`src/rtl/ecq_pkg.sv`:
```
package ecq_pkg;
  localparam int THR_W = 3;

  // Field order is fixed: software encodes it.
  typedef struct packed {
    logic [THR_W-1:0] thr;     // 8:6
    logic             ien;     // 5
    logic             inv;     // 4
    logic             edge_en; // 3
    logic             usr;     // 2
    logic             os;      // 1
    logic             en;      // 0
  } cfg_t;

  localparam int CFG_W = $bits(cfg_t);
endpackage

```
`src/rtl/ecq_qualify.sv`:
```
module ecq_qualify
  import ecq_pkg::*;
#(
  parameter int EVT_W  = 3,
  parameter int PRIV_W = 2
) (
  input  logic              clk,
  input  logic              rst_n,
  input  cfg_t              cfg,
  input  logic [EVT_W-1:0]  evt,
  input  logic [PRIV_W-1:0] priv,
  output logic [EVT_W-1:0]  inc
);
  localparam int CMP_W = (EVT_W > THR_W) ? EVT_W : THR_W;

  logic             prev_q, prev_d;
  logic             priv_ok, thr_on, cmp_ge, cond, qual;
  logic [CMP_W-1:0] evt_x, thr_x;

  always_comb begin
    evt_x   = CMP_W'(evt);
    thr_x   = CMP_W'(cfg.thr);
    thr_on  = (cfg.thr != '0);
    if (!cfg.os && !cfg.usr) priv_ok = 1'b1;
    else if (priv == '0)     priv_ok = cfg.os;
    else                     priv_ok = cfg.usr;
    cmp_ge  = (evt_x >= thr_x);
    cond    = cfg.inv ? !cmp_ge : cmp_ge;
    qual    = cond && priv_ok;
    prev_d  = (cfg.en && thr_on) ? qual : 1'b0;
    if (!cfg.en)           inc = '0;
    else if (!thr_on)      inc = priv_ok ? evt : '0;
    else if (cfg.edge_en)  inc = EVT_W'(qual && !prev_q);
    else                   inc = EVT_W'(qual);
  end

  always_ff @(posedge clk or negedge rst_n) begin
    if (!rst_n) prev_q <= 1'b0;
    else        prev_q <= prev_d;
  end
endmodule

```
`src/rtl/ecq_accum.sv`:
```
module ecq_accum #(
  parameter int CNT_W = 48,
  parameter int EVT_W = 3
) (
  input  logic             clk,
  input  logic             rst_n,
  input  logic [EVT_W-1:0] inc,
  input  logic             ien,
  input  logic             ld,
  input  logic [CNT_W-1:0] ld_val,
  input  logic             ovf_clr,
  output logic [CNT_W-1:0] cnt_q,
  output logic             ovf_q
);
  logic [CNT_W:0]   sum;
  logic [CNT_W-1:0] cnt_d;
  logic             ovf_d, cnt_ce, wrap;

  always_comb begin
    sum    = {1'b0, cnt_q} + (CNT_W+1)'(inc);
    wrap   = !ld && sum[CNT_W];
    cnt_ce = ld || (inc != '0);
    cnt_d  = ld ? ld_val : sum[CNT_W-1:0];
    if (wrap && ien) ovf_d = 1'b1;
    else if (ovf_clr) ovf_d = 1'b0;
    else              ovf_d = ovf_q;
  end

  always_ff @(posedge clk or negedge rst_n) begin
    if (!rst_n) begin
      cnt_q <= '0;
      ovf_q <= 1'b0;
    end else begin
      if (cnt_ce) cnt_q <= cnt_d;
      ovf_q <= ovf_d;
    end
  end
endmodule

```
`src/rtl/evt_ctr_qual.sv`:
```
module evt_ctr_qual
  import ecq_pkg::*;
#(
  parameter int CNT_W  = 48,
  parameter int EVT_W  = 3,
  parameter int PRIV_W = 2
) (
  input  logic              clk,
  input  logic              rst_n,
  input  logic [EVT_W-1:0]  evt_cnt,
  input  logic [PRIV_W-1:0] priv_lvl,
  input  logic              cfg_we,
  input  logic [CFG_W-1:0]  cfg_wdata,
  output logic [CFG_W-1:0]  cfg_rdata,
  input  logic              cnt_we,
  input  logic [CNT_W-1:0]  cnt_wdata,
  output logic [CNT_W-1:0]  cnt_rdata,
  input  logic              ovf_clr,
  output logic              irq
);
  cfg_t             cfg_q;
  logic [EVT_W-1:0] inc;

  always_ff @(posedge clk or negedge rst_n) begin
    if (!rst_n)      cfg_q <= '0;
    else if (cfg_we) cfg_q <= cfg_t'(cfg_wdata);
  end

  ecq_qualify #(.EVT_W(EVT_W), .PRIV_W(PRIV_W)) qual_i (
    .clk(clk), .rst_n(rst_n), .cfg(cfg_q),
    .evt(evt_cnt), .priv(priv_lvl), .inc(inc)
  );

  ecq_accum #(.CNT_W(CNT_W), .EVT_W(EVT_W)) acc_i (
    .clk(clk), .rst_n(rst_n), .inc(inc), .ien(cfg_q.ien),
    .ld(cnt_we), .ld_val(cnt_wdata), .ovf_clr(ovf_clr),
    .cnt_q(cnt_rdata), .ovf_q(irq)
  );

  assign cfg_rdata = cfg_q;
endmodule

```
`config.mk`:
```
export PLATFORM = sky130hd
export DESIGN_NAME = evt_ctr_qual
export DESIGN_NICKNAME = d
export VERILOG_FILES = /design/src/rtl/ecq_pkg.sv /design/src/rtl/ecq_qualify.sv /design/src/rtl/ecq_accum.sv /design/src/rtl/evt_ctr_qual.sv
export SDC_FILE = /design/constraint.sdc
export NUM_CORES = 1
export LEC_CHECK = 0
export BUFFER_PORTS_ARGS = -buffer_cell sky130_fd_sc_hd__buf_2
export CAP_MARGIN = 10
export CORE_MARGIN = 2
export CORE_UTILIZATION = 46
export DETAILED_ROUTE_END_ITERATION = 10
export GPL_TIMING_DRIVEN = 0
export PLACE_DENSITY = 0.77
export SLEW_MARGIN = 20
export SYNTH_ARGS = -nofsm -noshare
export SYNTH_HDL_FRONTEND = slang
export SYNTH_SLANG_ARGS = --single-unit
```
`constraint.sdc`:
```
create_clock -name clk -period 4 [get_ports clk]
set_input_delay 0.2 -clock clk [delete_from_list [all_inputs] [get_ports clk]]
set_output_delay 0.2 -clock clk [all_outputs]
set_load 0.005 [all_outputs]
```
==> results.sh <==
export IMPL_drt_iter0_markers=249
export IMPL_design_area_mm2=0.00460
export IMPL_rows=32
export IMPL_combPwrFrac=0.228
export IMPL_syn_area_mm2=0.00358
export IMPL_pre_cts_ws_ns=-0.752
export IMPL_worstPathArrival_ns=4.02
export IMPL_finClkSkew_ns=0.0105
export IMPL_status="complete, no violations"
export IMPL_cts_inserted_buffers=9
export IMPL_setup_viol=0
export IMPL_vias=3389
export IMPL_dieArea_mm2=0.00851
export IMPL_syn_to_final_growth_pct=28.3
export IMPL_critPathKind="flop to flop"
export IMPL_drt_total_wl_um=10200
export IMPL_synth_top_area_frac=0.412
export IMPL_internal_power_uw=1130
export IMPL_maxSlewViolCount=0
export IMPL_htree_levels=3
export IMPL_synth_top_cells_by_count="dfrtp_1, nand2_1, mux2_2, o2111ai_1, xor2_1"
export IMPL_final_core_util=0.601
export IMPL_ios=125
export IMPL_routedWlPerCell_um=16.7
export IMPL_dr_pass1_iters=4
export IMPL_slew_headroom=0.488
export IMPL_power_frac_seq=0.438
export IMPL_netlist_instances=363
export IMPL_clockPowerShare=0.334
export IMPL_synth_seq_cells=59
export IMPL_synth_area_per_cell_um2=9.87
export IMPL_cp_max_fo=5
export IMPL_synth_edf_count=0
export IMPL_ir_worst_vdd_v=0.000151
export IMPL_grt_usage=0.244
export IMPL_fin_nets=577
export IMPL_min_delay_start="cnt_wdata[17]"
export IMPL_critPathLaunch="cfg_rdata[8]"
export IMPL_critPathRequiredTime_ns=4.22
export IMPL_grt_pass1_vias=3279
export IMPL_ctsRootBufferMaster="clkbuf_8"
export IMPL_viasPerCell=5.56
export IMPL_drtAntennaViolNets=0
export IMPL_drive_gt1_frac=0.364
export IMPL_fin_setup_tns_ns=0
export IMPL_synth_area_leader_cell="dfrtp_1"
export IMPL_die_x_um=92.3
export IMPL_yosysWarnings=0
export IMPL_path_clk_slew_ns=0.07
export IMPL_die_h_um=92.3
export IMPL_start_util=0.469
export IMPL_dp_hpwl_um=7360
export IMPL_layout_min_cycle_time_ns=3.80
export IMPL_end_kind="flop"
export IMPL_clk_latency_ns=0.34
export IMPL_grt_antenna_before_repair=0
export IMPL_grt_overflow=0
export IMPL_portBuffers=124
export IMPL_switching_share=0.315
export IMPL_fillers=700
export IMPL_setup_ws_ns=0.201
export IMPL_diodes=0
export IMPL_clock_sinks=59
export IMPL_final_hold_viol_count=0
export IMPL_maxCapViolCount=0
export IMPL_synthTopCellsByArea="dfrtp_1, mux2_2, o2111ai_1"
export IMPL_rsz0062_at_grt="no"
export IMPL_power_switching_uw=519
export IMPL_synth_distinct_cells=50
export IMPL_grt_first_pass_wirelength_um=16200
export IMPL_start_kind="flop"
export IMPL_drc_errors=0
export IMPL_async_flop_share=1.00
export IMPL_synth_net_count=437
export IMPL_p_leak_uw=0.00205
export IMPL_gp_congestion=0.874
export IMPL_yosysMostFrequentCell="dfrtp_1"
export IMPL_tightest_slew_ns=0.768
export IMPL_min_period_over_period=0.950
export IMPL_coreArea_mm2=0.00765
export IMPL_grt_max_degree=60
export IMPL_max_freq_mhz=263
export IMPL_powerDensity_mw_per_mm2=359
export IMPL_cts_tree="yes"
export IMPL_synth_top_flop_cell="dfrtp_1"
export IMPL_hold_class="input pin to flop"
export IMPL_cts_max_path_buffers=2
export IMPL_ys_seq_area_frac=0.412
export IMPL_place_area_mm2=0.00433
export IMPL_r2r_start="cfg_rdata[8]"
## worst max-delay path, cell delays in order (launching register included)
cell and delay [ns]:
dfrtp_1 0.39, inv_1 0.07, ha_1 0.31, a21o_1 0.22, a31oi_4 0.20, mux2i_4 0.30
buf_6 0.14, a21oi_1 0.04, nor2_1 0.11, ha_1 0.18, inv_1 0.06, fa_1 0.40
inv_1 0.10, a21oi_2 0.09, nor3_2 0.28, buf_4 0.21, o2111ai_1 0.15, xnor2_1 0.17
mux2_2 0.26
## final timing paths
check	to	slack, ns	depth (start not counted)
max in group asynchronous	acc_i.cnt_q[23]	3.01	2
min in group asynchronous	cfg_rdata[6]	0.48	2
worst min register to register	acc_i.ovf_q	0.55	2
worst max register to register	acc_i.cnt_q[20]	0.20	18
worst max-delay path	acc_i.cnt_q[20]	0.20	18
worst min-delay path	acc_i.cnt_q[17]	0.06	3
## state kept, by name, indices dropped and copies added (netlist names)
register	flops
qual_i.prev_q	1
acc_i.cnt_q	48
cfg_rdata	9
acc_i.ovf_q	1
## final cells by class
type                       instances  area, µm²  share of cell area
timing repair buffer             129        661               0.144
clock inverter                     5       52.6              0.0114
buffer                            21        108              0.0234
multi-input combinational        272       1990               0.433
inverter                          11       41.3             0.00898
clock buffer                      11        141              0.0307
sequential                        59       1480               0.321
tap                              102        128              0.0278
## cells in the final DEF, fill, tap and decap left out, types with 2 or more instances in the layout
| cell type | netlist | final |
|---|---|---|
| nor3_1 | 4 | 3 |
| o31a_1 | 2 | 2 |
| inv_1 | 11 | 11 |
| o2111ai_1 | 23 | 23 |
| o211ai_1 | 6 | 6 |
| nor2_1 | 17 | 17 |
| a31oi_1 | 8 | 8 |
| a21oi_1 | 6 | 5 |
| nor3_2 | 1 | 2 |
| clkinv_2 | 0 | 3 |
| xnor2_1 | 18 | 18 |
| clkbuf_8 | 0 | 10 |
| buf_1 | 2 | 2 |
| mux2_2 | 23 | 23 |
| xor2_1 | 19 | 19 |
| and3_1 | 11 | 11 |
| clkbuf_1 | 15 | 13 |
| nand2b_1 | 4 | 4 |
| or3_1 | 9 | 9 |
| buf_6 | 1 | 2 |
| and2_1 | 5 | 5 |
| o21a_1 | 2 | 2 |
| buf_2 | 2 | 125 |
| nand3_1 | 8 | 8 |
| buf_4 | 1 | 7 |
| mux2i_1 | 2 | 2 |
| nand2_1 | 34 | 34 |
| and4_1 | 5 | 5 |
| nand4_1 | 3 | 3 |
| ha_1 | 6 | 6 |
| o21ai_1 | 18 | 18 |
| o211a_1 | 2 | 2 |
| nor4_1 | 2 | 2 |
| dfrtp_1 | 59 | 59 |
| o21ai_0 | 17 | 17 |
## per-layer routing
layer / vias to the layer above / share of wire / track usage
li1: 1620 / - / -
met4: 0 / 0.012 / 0.0672
met5: - / 0 / 0
met2: 123 / 0.47 / 0.404
met3: 11 / 0.070 / 0.0526
met1: 1635 / 0.45 / 0.324
## power by group through the flow
stage          Combinational (µW)  Sequential (µW)  Clock (µW)
3_3_place_gp                  345              729           0
6_report                      376              724         551
4_1_cts                       364              721         556
5_1_grt                       416              733         585
2_1_floorplan                 193              726           0
3_5_place_dp                  355              732           0
## logic make-up (layout without fill, tap and decap cells)
logic type / count (synthesis) / after routing / synth area share
AND/OR/NAND/NOR: 110 / 110 / 0.165
multiplexers: 26 / 26 / 0.0841
AO/OA/AOI/OAI: 92 / 92 / 0.184
buffers and inverters: 32 / 177 / 0.0374
flip-flops: 59 / 59 / 0.412
XOR/XNOR: 37 / 37 / 0.0904
adder cells (fa/ha/maj): 7 / 7 / 0.0265
## repair_timing
item / 4_1_cts / 5_1_grt
endpoints found under the setup margin: 37 / 23
endpoints found under the hold margin: 59 / 0
pin swaps: 1 / 1
buffers inserted: 1 / 2
cloned: 1 / 0
hold buffers: 1 / 0
gates resized for setup: 6 / 8
## through the flow
stage                     hold slack (ns)  power [µW]  instances
final                              0.0624        1650        610
after global routing               0.0603        1730        610
after CTS                          0.0557        1640        608
after detailed placement            0.324        1090        589
after global placement              0.407        1070        589
after floorplan                   -0.0956         920        363
Note: power is estimated with default switching activity, not from simulation.
